### config.mk
export PLATFORM = sky130hd
export DESIGN_NAME = cei_irq_agg
export DESIGN_NICKNAME = d
export VERILOG_FILES = /design/src/rtl/cei_pkg.sv /design/src/rtl/cei_src_fsm.sv /design/src/rtl/cei_pend_tally.sv /design/src/rtl/cei_lowest_pick.sv /design/src/rtl/cei_irq_agg.sv
export SDC_FILE = /design/constraint.sdc
export NUM_CORES = 1
export LEC_CHECK = 0
export BUFFER_PORTS_ARGS = -buffer_cell sky130_fd_sc_hd__buf_4
export CAP_MARGIN = 20
export CORE_MARGIN = 5
export CORE_UTILIZATION = 35
export CTS_CLUSTER_DIAMETER = 60
export CTS_CLUSTER_SIZE = 28
export DETAILED_ROUTE_END_ITERATION = 8
export HOLD_SLACK_MARGIN = 0.1
export SETUP_SLACK_MARGIN = 0.5
export SLEW_MARGIN = 15
export SYNTH_ARGS = -nofsm -noshare
export SYNTH_HDL_FRONTEND = slang
export SYNTH_SLANG_ARGS = --single-unit
### constraint.sdc
create_clock -name clk -period 7.68 [get_ports clk]
set_input_delay 1.152 -clock clk [delete_from_list [all_inputs] [get_ports clk]]
set_output_delay 1.152 -clock clk [all_outputs]
set_load 0.02 [all_outputs]
### src/rtl/cei_pkg.sv
package cei_pkg;

    typedef enum logic [1:0] {
        SRC_IDLE = 2'd0,
        SRC_HELD = 2'd1,
        SRC_PEND = 2'd2
    } src_state_e;

    typedef enum logic {
        IRQ_QUIET  = 1'b0,
        IRQ_ACTIVE = 1'b1
    } irq_state_e;

    localparam int unsigned MASK_W   = 4;
    localparam logic [MASK_W-1:0] MASK_ALL = 4'hF;

endpackage

### src/rtl/cei_src_fsm.sv
module cei_src_fsm
    import cei_pkg::*;
#(
    parameter int unsigned CNT_W = 3,
    parameter int unsigned REQ   = 1
) (
    input  logic clk,
    input  logic rst_n,
    input  logic lvl,
    input  logic inc,
    input  logic dec,
    output logic pend,
    output logic enter_pend,
    output logic leave_pend
);
    localparam logic [CNT_W-1:0] REQ_C   = CNT_W'(REQ);
    localparam logic [CNT_W-1:0] CNT_TOP = {CNT_W{1'b1}};

    src_state_e     state_q, state_d;
    logic [CNT_W-1:0] cnt_q, cnt_d;
    logic           en_full;

    // granted-enable counter: cancel on both strobes, saturate at the ends
    always_comb begin
        cnt_d = cnt_q;
        if (inc && !dec && cnt_q != CNT_TOP) begin
            cnt_d = cnt_q + 1'b1;
        end else if (dec && !inc && cnt_q != '0) begin
            cnt_d = cnt_q - 1'b1;
        end
    end

    assign en_full = (cnt_d == REQ_C);

    // next-state logic
    always_comb begin
        state_d = state_q;
        unique case (state_q)
            SRC_IDLE: begin
                if (lvl) state_d = en_full ? SRC_PEND : SRC_HELD;
            end
            SRC_HELD: begin
                if (!lvl)        state_d = SRC_IDLE;
                else if (en_full) state_d = SRC_PEND;
            end
            SRC_PEND: begin
                if (!lvl)         state_d = SRC_IDLE;
                else if (!en_full) state_d = SRC_HELD;
            end
            default: state_d = SRC_IDLE;
        endcase
    end

    // state register
    always_ff @(posedge clk) begin
        if (!rst_n) begin
            state_q <= SRC_IDLE;
            cnt_q   <= '0;
        end else begin
            state_q <= state_d;
            cnt_q   <= cnt_d;
        end
    end

    // outputs
    always_comb begin
        pend       = (state_q == SRC_PEND);
        enter_pend = (state_d == SRC_PEND) && (state_q != SRC_PEND);
        leave_pend = (state_d != SRC_PEND) && (state_q == SRC_PEND);
    end

endmodule

### src/rtl/cei_pend_tally.sv
module cei_pend_tally
    import cei_pkg::*;
#(
    parameter int unsigned NSRC = 8
) (
    input  logic            clk,
    input  logic            rst_n,
    input  logic [NSRC-1:0] enter,
    input  logic [NSRC-1:0] leave,
    output logic            cpu_irq
);
    localparam int unsigned TW = $clog2(NSRC + 1);

    logic [TW-1:0] tally_q, tally_d;
    logic [TW:0]   n_in, n_out, sum;
    irq_state_e    irq_q, irq_d;

    always_comb begin
        n_in  = '0;
        n_out = '0;
        for (int i = 0; i < NSRC; i++) begin
            n_in  = n_in  + (TW+1)'(enter[i]);
            n_out = n_out + (TW+1)'(leave[i]);
        end
        sum     = {1'b0, tally_q} + n_in - n_out;
        tally_d = sum[TW-1:0];
    end

    always_comb begin
        irq_d = irq_q;
        unique case (irq_q)
            IRQ_QUIET:  if (tally_d != '0) irq_d = IRQ_ACTIVE;
            IRQ_ACTIVE: if (tally_d == '0) irq_d = IRQ_QUIET;
            default:    irq_d = IRQ_QUIET;
        endcase
    end

    always_ff @(posedge clk) begin
        if (!rst_n) begin
            tally_q <= '0;
            irq_q   <= IRQ_QUIET;
        end else begin
            tally_q <= tally_d;
            irq_q   <= irq_d;
        end
    end

    always_comb cpu_irq = (irq_q == IRQ_ACTIVE);

endmodule

### src/rtl/cei_lowest_pick.sv
module cei_lowest_pick #(
    parameter int unsigned NSRC = 8,
    localparam int unsigned IW  = (NSRC > 1) ? $clog2(NSRC) : 1
) (
    input  logic [NSRC-1:0] pend,
    output logic            found,
    output logic [IW-1:0]   idx
);
    always_comb begin
        found = 1'b0;
        idx   = '0;
        for (int i = NSRC - 1; i >= 0; i--) begin
            if (pend[i]) begin
                found = 1'b1;
                idx   = IW'(i);
            end
        end
    end
endmodule

### src/rtl/cei_irq_agg.sv
module cei_irq_agg
    import cei_pkg::*;
#(
    parameter int unsigned NSRC     = 8,
    parameter int unsigned CNT_W    = 3,
    parameter int unsigned REQ_MAX  = 3,
    parameter int unsigned VEC_W    = 16,
    parameter int unsigned VEC_BASE = 32'h0400,
    parameter int unsigned VEC_STEP = 32'h0020
) (
    input  logic              clk,
    input  logic              rst_n,
    input  logic [NSRC-1:0]   irq_lvl,
    input  logic [NSRC-1:0]   en_inc,
    input  logic [NSRC-1:0]   en_dec,
    input  logic              qry_req,
    input  logic [3:0]        qry_mask,
    output logic              cpu_irq,
    output logic              rsp_stb,
    output logic              rsp_valid,
    output logic [VEC_W-1:0]  rsp_vec
);
    localparam int unsigned IW = (NSRC > 1) ? $clog2(NSRC) : 1;

    logic [NSRC-1:0] pend, enter, leave;
    logic            found;
    logic [IW-1:0]   idx;
    logic [VEC_W-1:0] pick_vec;
    logic            hit;

    for (genvar g = 0; g < NSRC; g++) begin : g_src
        cei_src_fsm #(
            .CNT_W (CNT_W),
            .REQ   ((g % REQ_MAX) + 1)
        ) src_i (
            .clk        (clk),
            .rst_n      (rst_n),
            .lvl        (irq_lvl[g]),
            .inc        (en_inc[g]),
            .dec        (en_dec[g]),
            .pend       (pend[g]),
            .enter_pend (enter[g]),
            .leave_pend (leave[g])
        );
    end

    cei_pend_tally #(.NSRC(NSRC)) tally_i (
        .clk     (clk),
        .rst_n   (rst_n),
        .enter   (enter),
        .leave   (leave),
        .cpu_irq (cpu_irq)
    );

    cei_lowest_pick #(.NSRC(NSRC)) pick_i (
        .pend  (pend),
        .found (found),
        .idx   (idx)
    );

    always_comb begin
        pick_vec = VEC_W'(VEC_BASE) + VEC_W'(idx) * VEC_W'(VEC_STEP);
        hit      = found && (qry_mask != MASK_ALL);
    end

    always_ff @(posedge clk) begin
        if (!rst_n) begin
            rsp_stb   <= 1'b0;
            rsp_valid <= 1'b0;
            rsp_vec   <= '0;
        end else begin
            rsp_stb   <= qry_req;
            rsp_valid <= qry_req && hit;
            rsp_vec   <= (qry_req && hit) ? pick_vec : '0;
        end
    end

endmodule

==> impl_metrics.json <==
{
  "status": "finished clean",
  "die-height_um": 111,
  "start_kind": "input pin",
  "final_max_slew_viol_count": 0,
  "numCtsBuffers": 5,
  "finClkSkew_ns": 0.00729,
  "synth_async_sr_flop_share_pct": 0,
  "ant_nets": 0,
  "hold_path.class": "reg -> reg",
  "hold_slack_ns": 0.565,
  "finalCritPeriodShare_pct": 79.6,
  "root_buffer": "clkbuf_8",
  "syn-cell-area_sq_mm": 0.00356,
  "synth_seq_cells": 51,
  "power_frac_seq_pct": 33.9,
  "cts-resized-gates": 0,
  "synth_compound_area_share_pct": 15.1,
  "ys_seq_area_share_pct": 28.7,
  "die_w_um": 111,
  "seqCellArea_sq_mm": 0.00102,
  "timing.fmax_mhz": 164,
  "path_max_fanout": 4,
  "grt_pass1_vias": 2798,
  "path_clk_slew_ns": 0.09,
  "core_area_sq_mm": 0.00986,
  "vias": 2791,
  "fillers": 976,
  "max-cap-violations": 0,
  "initial_core_util_pct": 36.1,
  "synthXorXnorAreaFrac_pct": 2.71,
  "yosysWarningCount": 0,
  "routabilityCongestion": 0.800,
  "insertion_delay_ns": 0.30,
  "power_density_mw_per_mm2": 240,
  "dr.pass1.iters": 5,
  "die_area_sq_mm": 0.0123,
  "dp_hpwl_mm": 5.61,
  "peakVddDrop_mv": 0.0937,
  "synth_top_cells_by_area": "dfxtp_1 29%, ha_1 14%, fa_1 6.8%",
  "clkPwrFrac_pct": 22.2,
  "synth_flop_cell": "dfxtp_1",
  "synth_top_area_share_pct": 28.7,
  "pwr-share-comb_pct": 43.9,
  "io_buffers": 37,
  "synthMuxAreaShare_pct": 3.10,
  "cts_htree_levels": 2,
  "routedWlPerCell_um": 11.8,
  "crit_type": "in -> reg",
  "drive_above_1_share_pct": 11.9,
  "drc": 0,
  "synth_top_family_by_area": "adder cells",
  "via_per_inst": 4.81,
  "fin_tns_setup_ns": 0,
  "cts_hold_buf": 0,
  "switchingPower_uw": 341,
  "internal_power_uw": 631,
  "synth-edff-count": 0,
  "grt_start_max_net_pins": 34,
  "rsz0062_at_grt": "false",
  "drt_wl_total_mm": 6.85,
  "cts_tree": "yes",
  "synth_top_cell_by_area": "dfxtp_1",
  "worstPathArrival_ns": 6.28,
  "clockBufferDepth": 2,
  "required_ns": 7.85,
  "drt_iter0_drc": 129,
  "postCtsSetupBuffers": 0,
  "row_count": 36,
  "syn_to_final_growth_pct": 14.1,
  "synthAdderAreaFrac_pct": 20.8,
  "diodes": 0,
  "yosysUniqueCellTypes": 55,
  "yosys.area_share.simple_pct": 20.4,
  "cts_num_sinks": 51,
  "io_pins": 50,
  "antenna_found_initial": 0,
  "synth_area_per_cell_sq_um": 8.70,
  "multi_input_area_sq_mm": 0.00225,
  "p_sw_share_pct": 35.1,
  "grt_pass1_wl_mm": 12.1,
  "fin_nets": 529,
  "finalHoldViolCount": 0,
  "p_leak_uw": 0.00187,
  "finalSetupViolations": 0,
  "finalCriticalPeriod_ns": 6.11,
  "setup.worst_path.end_class": "register",
  "grtUsageTotal_pct": 11.5,
  "grt_remaining_overflow": 0,
  "netlist_instances": 409
}
cell families (layout without fill, tap and decap cells):
kind of cell / Yosys count / after routing
AND/OR/NAND/NOR: 133 / 133
AO/OA/AOI/OAI: 78 / 78
buffers and inverters: 72 / 99
adder cells (fa/ha/maj): 52 / 52
flip-flops: 51 / 51
XOR/XNOR: 11 / 11
multiplexers: 11 / 11
other: 1 / 12
cells in the final DEF, fill, tap and decap left out, types with 2 or more instances in the layout:
| master | n |
|---|---|
| and3_1 | 6 |
| or3_1 | 4 |
| a2bb2oi_1 | 2 |
| o21ai_0 | 17 |
| o21a_1 | 3 |
| clkbuf_8 | 5 |
| dfxtp_1 | 51 |
| a21oi_1 | 16 |
| nor2_1 | 41 |
| buf_4 | 37 |
| nand2_1 | 15 |
| o21bai_1 | 3 |
| xnor2_1 | 10 |
| nand2b_1 | 9 |
| mux2i_1 | 11 |
| a31oi_1 | 6 |
| nor3_2 | 2 |
| a221o_1 | 3 |
| nor3_1 | 6 |
| fa_1 | 12 |
| conb_1 | 12 |
| and2_1 | 19 |
| and4_1 | 5 |
| a32oi_1 | 5 |
| nor2b_1 | 10 |
| nand3_1 | 5 |
| nand3b_1 | 3 |
| ha_1 | 40 |
| a21boi_0 | 4 |
| a41oi_1 | 2 |
| inv_1 | 53 |
| a21boi_1 | 5 |
| bufinv_16 | 2 |
layout make-up:
| type | instances | share of cell area (%) |
|---|---|---|
| Timing Repair Buffer | 37 | 6.84 |
| Multi-Input combinational cell | 297 | 55.5 |
| Inverter | 54 | 4.99 |
| Clock inverter | 3 | 1.66 |
| Clock buffer | 5 | 1.70 |
| Tap cell | 133 | 4.10 |
| Sequential cell | 51 | 25.2 |
synthesized netlist by cell type, types with 6 or more instances:
library cell,n
o21ai_0,17
ha_1,40
buf_4,12
and3_1,6
xnor2_1,10
a21oi_1,16
nand2b_1,9
fa_1,12
and2_1,19
nor2b_1,10
dfxtp_1,51
nor2_1,41
mux2i_1,11
nand2_1,15
nor3_1,6
inv_1,53
a31oi_1,6
final timing paths:
kind,endpoint,start,slack (ns),depth (start not counted)
hold reg to reg,g_src[0].src_i.state_q[0]$_SDFF_PN0_,g_src[0].src_i.state_q[1]$_SDFF_PN0_,0.57,3
setup / recovery,tally_i.cpu_irq$_SDFF_PN0_,en_inc[0],1.57,20
hold / removal,g_src[0].src_i.state_q[0]$_SDFF_PN0_,g_src[0].src_i.state_q[1]$_SDFF_PN0_,0.57,3
setup reg to reg,tally_i.cpu_irq$_SDFF_PN0_,g_src[0].src_i.cnt_q[1]$_SDFF_PN0_,1.58,22
sequential cells by signal, indices dropped and copies added (netlist names):
name / flops
g_src.src_i.cnt_q: 24
g_src.src_i.state_q: 16
rsp_vec: 4
tally_i.tally_q: 4
rsp_valid: 1
rsp_stb: 1
tally_i.cpu_irq: 1
worst max-delay path: stages:
cell and delay (ns):
buf_4 0.12, or4b_1 0.49, o21ai_1 0.09, o32a_2 0.16, nor3_2 0.06, a211oi_2 0.22
ha_1 0.27, fa_1 0.42, fa_1 0.56, fa_1 0.44, fa_1 0.54, inv_1 0.05
fa_1 0.53, ha_1 0.15, inv_1 0.05, fa_1 0.37, xor2_1 0.16, xnor2_1 0.19
xnor2_1 0.16, a31oi_1 0.10
routing by layer:
metal	up-vias	part of all wire, %	track usage, %
li1	1439	-	-
met1	1299	48	14.9
met2	46	47	19.7
met3	7	3.7	2.24
met4	0	0.91	2.55
met5	-	0	0
power by group through the flow:
| stage | clock network, uW | registers [uW] | logic [uW] |
|---|---|---|---|
| floorplan | 0 | 335 | 338 |
| global placement | 0 | 335 | 416 |
| detailed placement | 0 | 335 | 432 |
| CTS | 225 | 329 | 434 |
| global route | 237 | 335 | 507 |
| finish | 216 | 329 | 427 |
through the flow:
stage,setup WS [ns],instances,utilization (%),area (sq um),total power [uW]
2_1_floorplan,1.53,420,-,3600,674
3_3_place_gp,1.30,572,39.8,3920,751
3_5_place_dp,1.22,572,39.8,3920,768
4_1_cts,1.54,580,41.1,4060,988
5_1_grt,1.19,580,41.1,4060,1080
6_report,1.57,580,41.1,4060,972
(Power assumes the default switching activity.)
